<file path="src/rtl/dma_chan_regs_pkg.sv">
package dma_chan_regs_pkg;

  localparam int NUM_ERR  = 4;
  localparam int BUSY_BIT = 13;
  localparam int EOT_BIT  = 12;
  localparam int EOC_BIT  = 11;

  localparam int OFF_CTRL = 'h00;
  localparam int OFF_STAT = 'h04;
  localparam int OFF_CUR  = 'h08;
  localparam int OFF_NEXT = 'h24;

  typedef enum logic [2:0] {
    SEL_NONE,
    SEL_CTRL,
    SEL_STAT,
    SEL_CUR,
    SEL_NEXT
  } reg_sel_e;

  // status bit that holds error source idx
  function automatic int err_bit_pos(input int idx);
    case (idx)
      0:       return 3;
      1:       return 4;
      2:       return 5;
      default: return 9;
    endcase
  endfunction

  // sticky flag update: a set beats a clear
  function automatic logic sticky_next(input logic q, input logic set, input logic clr);
    return set | (q & ~clr);
  endfunction

  function automatic reg_sel_e decode_offset(input int unsigned off);
    case (off)
      OFF_CTRL: return SEL_CTRL;
      OFF_STAT: return SEL_STAT;
      OFF_CUR:  return SEL_CUR;
      OFF_NEXT: return SEL_NEXT;
      default:  return SEL_NONE;
    endcase
  endfunction

endpackage

</file>
<file path="src/rtl/dma_chan_decode.sv">
module dma_chan_decode
  import dma_chan_regs_pkg::*;
#(
  parameter int ADDR_W = 8
) (
  input  logic [ADDR_W-1:0] addr,
  input  logic              wr,
  output reg_sel_e          sel,
  output logic              wr_ctrl,
  output logic              wr_stat,
  output logic              wr_next
);
  always_comb begin
    sel     = decode_offset(int'(unsigned'(addr)));
    wr_ctrl = wr && (sel == SEL_CTRL);
    wr_stat = wr && (sel == SEL_STAT);
    wr_next = wr && (sel == SEL_NEXT);
  end
endmodule

</file>
<file path="src/rtl/dma_chan_seq.sv">
module dma_chan_seq (
  input  logic clk,
  input  logic rst_n,
  input  logic wr_ctrl,
  input  logic wd_en,
  input  logic wd_append,
  input  logic chain_end,
  input  logic err_any,
  output logic en_q,
  output logic busy_q,
  output logic pend_q,
  output logic start_o,
  output logic resume_o
);
  logic en_n, busy_n, pend_n, start_n, resume_n;

  always_comb begin
    en_n     = en_q;
    busy_n   = busy_q;
    pend_n   = pend_q;
    start_n  = 1'b0;
    resume_n = 1'b0;
    if (chain_end) begin
      if (pend_q) begin
        resume_n = 1'b1;
        pend_n   = 1'b0;
      end else begin
        busy_n = 1'b0;
      end
    end
    if (err_any) begin
      busy_n   = 1'b0;
      pend_n   = 1'b0;
      resume_n = 1'b0;
    end
    if (wr_ctrl) begin
      en_n = wd_en;
      if (!wd_en) begin
        busy_n   = 1'b0;
        pend_n   = 1'b0;
        resume_n = 1'b0;
      end else if (!en_q) begin
        start_n  = 1'b1;
        busy_n   = 1'b1;
        pend_n   = 1'b0;
        resume_n = 1'b0;
      end else if (wd_append) begin
        if (busy_n) begin
          pend_n = 1'b1;
        end else begin
          resume_n = 1'b1;
          busy_n   = 1'b1;
        end
      end
    end
  end

  always_ff @(posedge clk or negedge rst_n) begin
    if (!rst_n) begin
      en_q     <= 1'b0;
      busy_q   <= 1'b0;
      pend_q   <= 1'b0;
      start_o  <= 1'b0;
      resume_o <= 1'b0;
    end else begin
      en_q     <= en_n;
      busy_q   <= busy_n;
      pend_q   <= pend_n;
      start_o  <= start_n;
      resume_o <= resume_n;
    end
  end

  // the two engine commands never overlap
  a_r3_cmd_exclusive: assert property (@(posedge clk) disable iff (!rst_n)
    !(start_o && resume_o));
  // no command leaves a disabled channel
  a_r4_cmd_needs_enable: assert property (@(posedge clk) disable iff (!rst_n)
    (start_o || resume_o) |-> en_q);
  // a held append exists only on a running, enabled channel
  a_r6_pend_needs_busy: assert property (@(posedge clk) disable iff (!rst_n)
    pend_q |-> (busy_q && en_q));
  // an error leaves the channel idle
  a_r11_err_stops: assert property (@(posedge clk) disable iff (!rst_n)
    (err_any && !wr_ctrl) |=> (!busy_q && !pend_q));
endmodule

</file>
<file path="src/rtl/dma_chan_status.sv">
module dma_chan_status
  import dma_chan_regs_pkg::*;
(
  input  logic               clk,
  input  logic               rst_n,
  input  logic               set_eot,
  input  logic               set_eoc,
  input  logic               irq_en,
  input  logic [NUM_ERR-1:0] set_err,
  input  logic               clr_eot,
  input  logic               clr_eoc,
  input  logic [NUM_ERR-1:0] clr_err,
  output logic               eot_q,
  output logic               eoc_q,
  output logic [NUM_ERR-1:0] err_q,
  output logic               irq_eot_o,
  output logic               irq_eoc_o,
  output logic               irq_err_o
);
  logic eot_arm_q, eoc_arm_q;

  always_ff @(posedge clk or negedge rst_n) begin
    if (!rst_n) begin
      eot_q     <= 1'b0;
      eoc_q     <= 1'b0;
      eot_arm_q <= 1'b0;
      eoc_arm_q <= 1'b0;
    end else begin
      eot_q     <= sticky_next(eot_q, set_eot, clr_eot);
      eoc_q     <= sticky_next(eoc_q, set_eoc, clr_eoc);
      eot_arm_q <= sticky_next(eot_arm_q, set_eot & irq_en, clr_eot);
      eoc_arm_q <= sticky_next(eoc_arm_q, set_eoc & irq_en, clr_eoc);
    end
  end

  for (genvar k = 0; k < NUM_ERR; k++) begin : g_err
    always_ff @(posedge clk or negedge rst_n) begin
      if (!rst_n) err_q[k] <= 1'b0;
      else        err_q[k] <= sticky_next(err_q[k], set_err[k], clr_err[k]);
    end
  end

  assign irq_eot_o = eot_q & eot_arm_q;
  assign irq_eoc_o = eoc_q & eoc_arm_q;
  assign irq_err_o = |err_q;

  // a flag persists until cleared
  a_r10_sticky_hold: assert property (@(posedge clk) disable iff (!rst_n)
    (eot_q && !clr_eot) |=> eot_q);
  // write-one clears when no event competes
  a_r10_w1c: assert property (@(posedge clk) disable iff (!rst_n)
    (clr_eoc && !set_eoc) |=> !eoc_q);
  // completion interrupt rises only after an enabled event
  a_r12_eot_armed: assert property (@(posedge clk) disable iff (!rst_n)
    $rose(irq_eot_o) |-> $past(set_eot && irq_en));
  a_r12_eoc_armed: assert property (@(posedge clk) disable iff (!rst_n)
    $rose(irq_eoc_o) |-> $past(set_eoc && irq_en));
endmodule

</file>
<file path="src/rtl/dma_chan_regs.sv">
module dma_chan_regs
  import dma_chan_regs_pkg::*;
#(
  parameter int ADDR_W  = 8,
  parameter int DATA_W  = 32,
  parameter int DESC_AW = 32
) (
  input  logic               clk,
  input  logic               rst_n,
  input  logic [ADDR_W-1:0]  bus_addr,
  input  logic               bus_wr,
  input  logic [DATA_W-1:0]  bus_wdata,
  output logic [DATA_W-1:0]  bus_rdata,
  output logic               run_en_o,
  output logic               start_o,
  output logic               resume_o,
  output logic [DESC_AW-1:0] next_desc_o,
  input  logic               fetch_i,
  input  logic [DESC_AW-1:0] fetch_addr_i,
  input  logic               xfer_done_i,
  input  logic               chain_end_i,
  input  logic               evt_irq_en_i,
  input  logic [NUM_ERR-1:0] err_i,
  output logic               irq_eot_o,
  output logic               irq_eoc_o,
  output logic               irq_err_o
);
  localparam int CTRL_W = 2;

  reg_sel_e           sel;
  logic               wr_ctrl, wr_stat, wr_next;
  logic               en_q, busy_q, pend_q;
  logic               eot_q, eoc_q;
  logic [NUM_ERR-1:0] err_q, clr_err;
  logic [DESC_AW-1:0] cur_q, next_q;
  logic [DATA_W-1:0]  stat_word;
  logic               err_any;

  assign err_any = |err_i;

  dma_chan_decode #(.ADDR_W(ADDR_W)) u_dec (
    .addr    (bus_addr),
    .wr      (bus_wr),
    .sel     (sel),
    .wr_ctrl (wr_ctrl),
    .wr_stat (wr_stat),
    .wr_next (wr_next)
  );

  dma_chan_seq u_seq (
    .clk       (clk),
    .rst_n     (rst_n),
    .wr_ctrl   (wr_ctrl),
    .wd_en     (bus_wdata[0]),
    .wd_append (bus_wdata[1]),
    .chain_end (chain_end_i),
    .err_any   (err_any),
    .en_q      (en_q),
    .busy_q    (busy_q),
    .pend_q    (pend_q),
    .start_o   (start_o),
    .resume_o  (resume_o)
  );

  for (genvar k = 0; k < NUM_ERR; k++) begin : g_clr
    localparam int P = err_bit_pos(k);
    assign clr_err[k] = wr_stat & bus_wdata[P];
  end

  dma_chan_status u_stat (
    .clk       (clk),
    .rst_n     (rst_n),
    .set_eot   (xfer_done_i),
    .set_eoc   (chain_end_i),
    .irq_en    (evt_irq_en_i),
    .set_err   (err_i),
    .clr_eot   (wr_stat & bus_wdata[EOT_BIT]),
    .clr_eoc   (wr_stat & bus_wdata[EOC_BIT]),
    .clr_err   (clr_err),
    .eot_q     (eot_q),
    .eoc_q     (eoc_q),
    .err_q     (err_q),
    .irq_eot_o (irq_eot_o),
    .irq_eoc_o (irq_eoc_o),
    .irq_err_o (irq_err_o)
  );

  always_ff @(posedge clk or negedge rst_n) begin
    if (!rst_n) begin
      cur_q  <= '0;
      next_q <= '0;
    end else begin
      if (fetch_i) cur_q  <= fetch_addr_i;
      if (wr_next) next_q <= bus_wdata[DESC_AW-1:0];
    end
  end

  always_comb begin
    stat_word           = '0;
    stat_word[BUSY_BIT] = busy_q;
    stat_word[EOT_BIT]  = eot_q;
    stat_word[EOC_BIT]  = eoc_q;
    for (int k = 0; k < NUM_ERR; k++) stat_word[err_bit_pos(k)] = err_q[k];
  end

  always_comb begin
    case (sel)
      SEL_CTRL: bus_rdata = DATA_W'({pend_q, en_q});
      SEL_STAT: bus_rdata = stat_word;
      SEL_CUR:  bus_rdata = DATA_W'(cur_q);
      SEL_NEXT: bus_rdata = DATA_W'(next_q);
      default:  bus_rdata = '0;
    endcase
  end

  assign run_en_o    = en_q;
  assign next_desc_o = next_q;

  // the current pointer follows each fetch
  a_r8_cur_follows_fetch: assert property (@(posedge clk) disable iff (!rst_n)
    fetch_i |=> (cur_q == $past(fetch_addr_i)));
  // bus writes never alter the current pointer
  a_r8_cur_readonly: assert property (@(posedge clk) disable iff (!rst_n)
    !fetch_i |=> $stable(cur_q));
  // the next pointer changes only through its own write
  a_r9_next_only_written: assert property (@(posedge clk) disable iff (!rst_n)
    !wr_next |=> $stable(next_desc_o));
  initial begin
    a_r2_ctrl_fits: assert (CTRL_W <= DATA_W && BUSY_BIT < DATA_W && DESC_AW <= DATA_W);
  end
endmodule

</file>
<file path="config.mk">
export PLATFORM = sky130hd
export DESIGN_NAME = dma_chan_regs
export DESIGN_NICKNAME = d
export VERILOG_FILES = /design/src/rtl/dma_chan_regs_pkg.sv /design/src/rtl/dma_chan_decode.sv /design/src/rtl/dma_chan_seq.sv /design/src/rtl/dma_chan_status.sv /design/src/rtl/dma_chan_regs.sv
export SDC_FILE = /design/constraint.sdc
export NUM_CORES = 1
export LEC_CHECK = 0
export BUFFER_PORTS_ARGS = -buffer_cell sky130_fd_sc_hd__buf_4
export CORE_UTILIZATION = 47
export DETAILED_ROUTE_END_ITERATION = 7
export PLACE_DENSITY = 0.84
export SLEW_MARGIN = 10
export SYNTH_ARGS = -nofsm -noshare
export SYNTH_HDL_FRONTEND = slang
export SYNTH_SLANG_ARGS = --single-unit
export TNS_END_PERCENT = 50
</file>
<file path="constraint.sdc">
create_clock -name clk -period 4.2 [get_ports clk]
set_clock_uncertainty 0.15 [all_clocks]
set_input_delay 1.26 -clock clk [delete_from_list [all_inputs] [get_ports clk]]
set_output_delay 1.26 -clock clk [all_outputs]
set_load 0.02 [all_outputs]
</file>
==> flow_summary_export.csv, run 1 <==
group,metric,value,unit
global_routing,grt_max_degree,78,
floorplan,core_area,7210,sq um
drt,wl_per_cell,17.7,um
power_and_ir_drop,power_leakage,2.56,nW
synth,async_reset_ff_frac,1.00,
flow_run,maxCapViolCount,0,
drt,via_per_inst,5.41,
drt,wl,9.00,mm
worst_setup_path,worst-path-max-fanout,4,
placed_design,dp_slack,-0.0175,ns
synth,yosys.area.top_type,"dfrtp_1",
worst_setup_path,reg2reg_from,"u_seq.en_q",
floorplan,die-area,7810,sq um
worst_hold_path,worstHoldStart,"u_stat.eot_arm_q",
global_routing,antenna_found_initial,0,
drt,ant_nets,0,
synth,synth.top_cell.area_share,0.550,
floorplan,die_x,88.4,um
final_layout,antenna_cells,0,
clock_network,tritoncts,"yes",
clock_network,cts_made_buffers,9,
sta,setup_slack,-0.0145,ns
synth,netlist_area,3500,sq um
floorplan,die_h,88.4,um
placed_design,dpl_cell_area,4780,sq um
final_layout,fill_cells,520,
placed_design,port_buffers,152,
sta,fmax,237,MHz
power_and_ir_drop,power.total,1.66,mW
worst_setup_path,crit_arrival,2.80,ns
worst_setup_path,startpoint,"bus_addr[7]",
worst_setup_path,worstSetupEndpointType,"output port",
synth,ys.flop_type,"dfrtp_1",
placed_design,globalplace.congestion,0.853,
clock_network,clk_pin_slew,0.07,ns
placed_design,dp.final_hpwl,6.30,mm
synth,ys_types,28,
floorplan,initial_core_util,0.486,
drt,first_pass_iters,4,
clock_network,insertion_delay,0.33,ns
sta,hold_viol,0,
sta,setup_viol,1,
status,outcome,"finished, violations left",
clock_network,root_buffer,"clkbuf_8",
power_and_ir_drop,power.density,327,nW/um^2
floorplan,pin_count,153,
sta,period_minus_slack,4.21,ns
drt,via_count,2754,
global_routing,grt-ovfl-total,0,
drt,remaining_drc_errors,0,
clock_network,h-tree-depth,3,
worst_hold_path,hold_class,"reg2reg",
synth,synthCells,249,
global_routing,grt_use_total,0.233,
sta,slew_violations,0,
floorplan,fp-row-count,31,
synth,synth_seq_area_share,0.550,
clock_network,cts.path.max_buffers,2,
sta,totalNegativeSetupSlack,-0.0145,ns
synth,synth-edff-count,0,
global_routing,grt_pass1_vias,2754,
global_routing,grt_pass1_wl,13.5,mm
final_layout,fin_area,5070,sq um
status,violations,"negative setup slack",
clock_network,clock-sinks,77,
worst_setup_path,cp-start-kind,"input pin",
final_layout,area_growth,44.7,%
sta,finalCritPeriodShare,1.00,
final_layout,drive_above_1_share,0.598,
synth,synth.area.top_cells,"dfrtp_1 55%, mux2_4 13%, mux2_2 11%",
drt,drt_iter0_drc,99,
synth,syn-num-nets,332,
synth,synth_seq_cells,77,
worst_setup_path,path_class,"in2out",
power_and_ir_drop,peakVddDrop,0.168,mV
synth,yosysWarningCount,0,
final_layout,fin_nets,488,
sta,max_slew.worst_pin.slew,0.947,ns
sta,slew_headroom,0.369,
worst_setup_path,cp.required,2.79,ns
synth,postSynthAreaPerCell,14.1,sq um
-- layer usage --
metal,vias to the layer above,global-route usage,share of wire
li1,1243,-,-
met1,1382,0.279,0.40
met2,114,0.412,0.52
met3,15,0.0485,0.058
met4,0,0.0894,0.017
met5,-,0,0
-- final timing paths --
| check | to | slack, ns | cells after the start |
|---|---|---|---|
| min in group asynchronous | next_desc_o[17] | 0.92 | 1 |
| worst max-delay path | bus_rdata[1] | -0.01 | 6 |
| max in group asynchronous | cur_q[31] | 2.38 | 1 |
| worst min register to register | u_stat.eot_arm_q | 0.34 | 1 |
| worst min-delay path | u_stat.eot_arm_q | 0.34 | 1 |
| worst max register to register | u_seq.resume_o | 2.93 | 4 |
-- per-stage QoR --
stage                      util  instances  hold WS [ns]
after floorplan               -        249         0.304
after global placement    0.662        491         0.319
after detailed placement  0.662        491         0.329
after CTS                 0.702        509         0.350
after global routing      0.703        509         0.377
final                     0.703        509         0.344
-- critical path: stages --
cell     delay (ns)
buf_4          0.12
or4_4          0.57
buf_4          0.18
nor4_1         0.36
a221o_1        0.18
buf_4          0.13
-- cells in the final DEF, fill, tap and decap left out, types with 2 or more instances in the layout --
cell type,instances
mux2_2,34
inv_1,6
mux2_4,30
nor3_1,2
a221o_1,9
a21o_1,6
a22o_1,25
nor2_1,4
clkbuf_8,11
buf_4,155
buf_12,4
o21ai_0,2
bufinv_16,2
a32oi_1,2
and2_1,9
dfrtp_1,77
nand2_1,11
nor4_1,3
-- Yosys cell counts, types with 2 or more instances --
master    instances
a32oi_1           2
buf_6             3
inv_1             6
a221o_1           9
or4_1             2
clkbuf_1          5
nor4_1            3
a21o_1            6
nor3_1            3
mux2_2           34
nor2_1            5
nand2_1          11
and2_1            9
or3_1             2
a22o_1           25
mux2_4           30
buf_2             4
dfrtp_1          77
o21ai_0           2
buf_1             3
-- final cells by class --
class                   instances  area (sq um)  share of cell area
multi-input cells             151          1500               0.295
repair buffers                160          1270               0.251
well taps                      99           124              0.0244
flip-flops and latches         77          1930               0.380
clock buffers                  11           151              0.0298
inverters                       6          22.5             0.00444
clock inverters                 5          81.3              0.0160
-- where the power goes --
group / internal (mW) / switching [mW]
Combinational: 0.119 / 0.0837
Clock: 0.368 / 0.267
Sequential: 0.787 / 0.0313
-- cells by family after synthesis --
| kind of cell | after synthesis | share of synthesized area |
|---|---|---|
| multiplexers | 65 | 0.241 |
| flip-flops | 77 | 0.550 |
| AND/OR/NAND/NOR | 38 | 0.0614 |
| AO/OA/AOI/OAI | 48 | 0.118 |
| buffers and inverters | 21 | 0.0303 |
-- timing repair --
item | CTS | global route
setup endpoints to repair | 6 | 12
pin swaps | 1 | 0
hold buffers | 0 | 0
setup buffers | 1 | 0
resized for setup | 3 | 1
gates cloned | 1 | 0
Power figures use the tool's default switching activity.
==> run 2: changes to the inputs <==
- CORE_UTILIZATION: 47 -> 43
- PLACE_DENSITY: 0.84 -> 0.76
- clock period: 4.2 -> 3.6 ns (I/O delays scaled with it)
==> run 2 against run 1 <==
- the run still ends with negative setup slack left
- total power grew 25%
- global-route usage barely moved
- design area increased by 9.9%
- clock-buffer cell count shrank 2
- non-clock buffer count rose by 11
- setup slack got worse by 0.16 ns
- register-to-register slack worse by 0.59 ns
- first-iteration DRC count is 44% lower
- sequential power is 17% higher
- clock power up 36%
- largest power group unchanged
==> flow_summary_export.csv, run 2 (synthesis gave the netlist of run 1 again) <==
group,metric,value,unit
status,outcome,"finished, violations left",
status,violations,"negative setup slack",
drt,via_count,2786,
drt,wl,9.52,mm
worst_setup_path,crit_arrival,2.55,ns
drt,ant_nets,0,
final_layout,fin_nets,499,
worst_setup_path,reg2reg_depth,4,
drt,first_pass_iters,4,
drt,drt_iter0_drc,55,
flow_run,maxCapViolCount,0,
floorplan,fp-row-count,32,
worst_setup_path,worstSetupEndpointType,"output port",
placed_design,port_buffers,152,
worst_setup_path,cp.required,2.37,ns
placed_design,place_inst,502,
sta,hold_viol,0,
clock_network,insertion_delay,0.34,ns
drt,via_per_inst,5.33,
sta,period_minus_slack,3.78,ns
clock_network,cts_made_buffers,9,
floorplan,initial_core_util,0.449,
clock_network,h-tree-depth,3,
final_layout,layoutNonFillerInstCount,523,
worst_hold_path,hold_class,"reg2reg",
final_layout,area_growth,59.1,%
clock_network,tritoncts,"yes",
clock_network,cts.path.max_buffers,2,
sta,slew_violations,0,
placed_design,dp.final_hpwl,6.58,mm
final_layout,final_cell_mix,"124 x buf_4, 77 x dfrtp_1, 41 x buf_6, 34 x mux2_2, 30 x mux2_4",
worst_setup_path,cp-start-kind,"input pin",
global_routing,antenna_found_initial,0,
clock_network,root_buffer,"clkbuf_8",
drt,remaining_drc_errors,0,
sta,slew_headroom,0.350,
final_layout,layout_commonest_cell,"buf_4",
power_and_ir_drop,peakVddDrop,0.236,mV
worst_hold_path,whs_path_depth,1,
clock_network,clock-sinks,77,
final_layout,antenna_cells,0,
sta,finalCritPeriodShare,1.05,
drt,wl_per_cell,18.2,um
final_layout,fill_cells,541,
worst_setup_path,path_class,"in2out",
floorplan,pin_count,153,
global_routing,grt_pass1_wl,15.1,mm
sta,setup_viol,27,
power_and_ir_drop,power.total,2.07,mW
floorplan,die_x,92.3,um
sta,setup_slack,-0.177,ns
sta,rsz0062_at_grt,"yes",
global_routing,grt_max_degree,78,
global_routing,grt_pass1_vias,2875,
global_routing,grt_use_total,0.233,
placed_design,globalplace.congestion,0.802,
worst_setup_path,worst-path-max-fanout,7,
power_and_ir_drop,power_leakage,2.82,nW
sta,max_slew.worst_pin.slew,0.975,ns
sta,fmax,265,MHz
floorplan,die-area,8520,sq um
clock_network,clk_pin_slew,0.08,ns
global_routing,grt-ovfl-total,0,
floorplan,core_area,7810,sq um
floorplan,die_h,92.3,um
final_layout,drive_above_1_share,0.677,
power_and_ir_drop,power.density,372,nW/um^2
[run 2: cell count changes in the layout (fill, tap and decap cells not counted), moves of 5 or more]
cell and delta:
and2_1 -5, buf_6 +41, a22o_4 +20, buf_4 -31
and2_4 +5, a22o_1 -20
[run 2: path summary, 6_finish.rpt]
path | start | slack (ns) | to
min in group asynchronous | rst_n | 0.73 | next_desc_o[2]
max in group asynchronous | rst_n | 1.93 | cur_q[4]
worst max register to register | u_seq.en_q | 2.34 | u_seq.resume_o
worst max-delay path | bus_addr[7] | -0.18 | bus_rdata[1]
worst min register to register | u_stat.eot_arm_q | 0.35 | u_stat.eot_arm_q
worst min-delay path | u_stat.eot_arm_q | 0.35 | u_stat.eot_arm_q
[run 2: layout make-up]
type	count	area (sq um)	share of cell area
Tap cell	102	128	0.0229
Inverter	6	22.5	0.00404
Timing Repair Buffer	171	1520	0.273
Clock buffer	9	124	0.0222
Clock inverter	7	146	0.0263
Sequential cell	77	1930	0.346
Multi-Input combinational cell	151	1710	0.306
[run 2: repair_timing]
item / in CTS / in global routing
pin swaps: 8 / 11
setup buffers: 3 / 1
gates cloned: 2 / 0
gates resized for setup: 42 / 11
hold buffers: 0 / 0
endpoints found under the setup margin: 32 / 32
[run 2: routing by layer]
layer / global-route usage / share of wire / vias up
met1: 0.293 / 0.42 / 1384
met4: 0.0938 / 0.023 / 0
met2: 0.396 / 0.50 / 112
li1: - / - / 1269
met3: 0.0406 / 0.048 / 21
met5: 0 / 0 / -
[run 2: critical path: stages]
cell and delay, ns:
buf_6 0.09, or4_4 0.55, nor3_4 0.18, buf_6 0.18, buf_12 0.12, a221o_1 0.20
buf_6 0.14
[run 2: report_power, final]
group,switching (mW),total [mW],internal (mW)
clock,0.328,0.863,0.535
sequential,0.0433,0.962,0.919
combinational,0.100,0.247,0.147
[run 2: stage by stage]
| stage | hold slack (ns) | instance area [sq um] | setup WS (ns) | TNS [ns] | util |
|---|---|---|---|---|---|
| floorplan | 0.304 | 3720 | -0.0359 | -0.747 | - |
| global placement | 0.324 | 5060 | -0.182 | -4.81 | 0.648 |
| detailed placement | 0.324 | 5060 | -0.206 | -5.50 | 0.648 |
| CTS | 0.349 | 5560 | -0.167 | -3.48 | 0.712 |
| global route | 0.369 | 5570 | -0.177 | -3.37 | 0.714 |
| finish | 0.349 | 5570 | -0.177 | -2.77 | 0.714 |
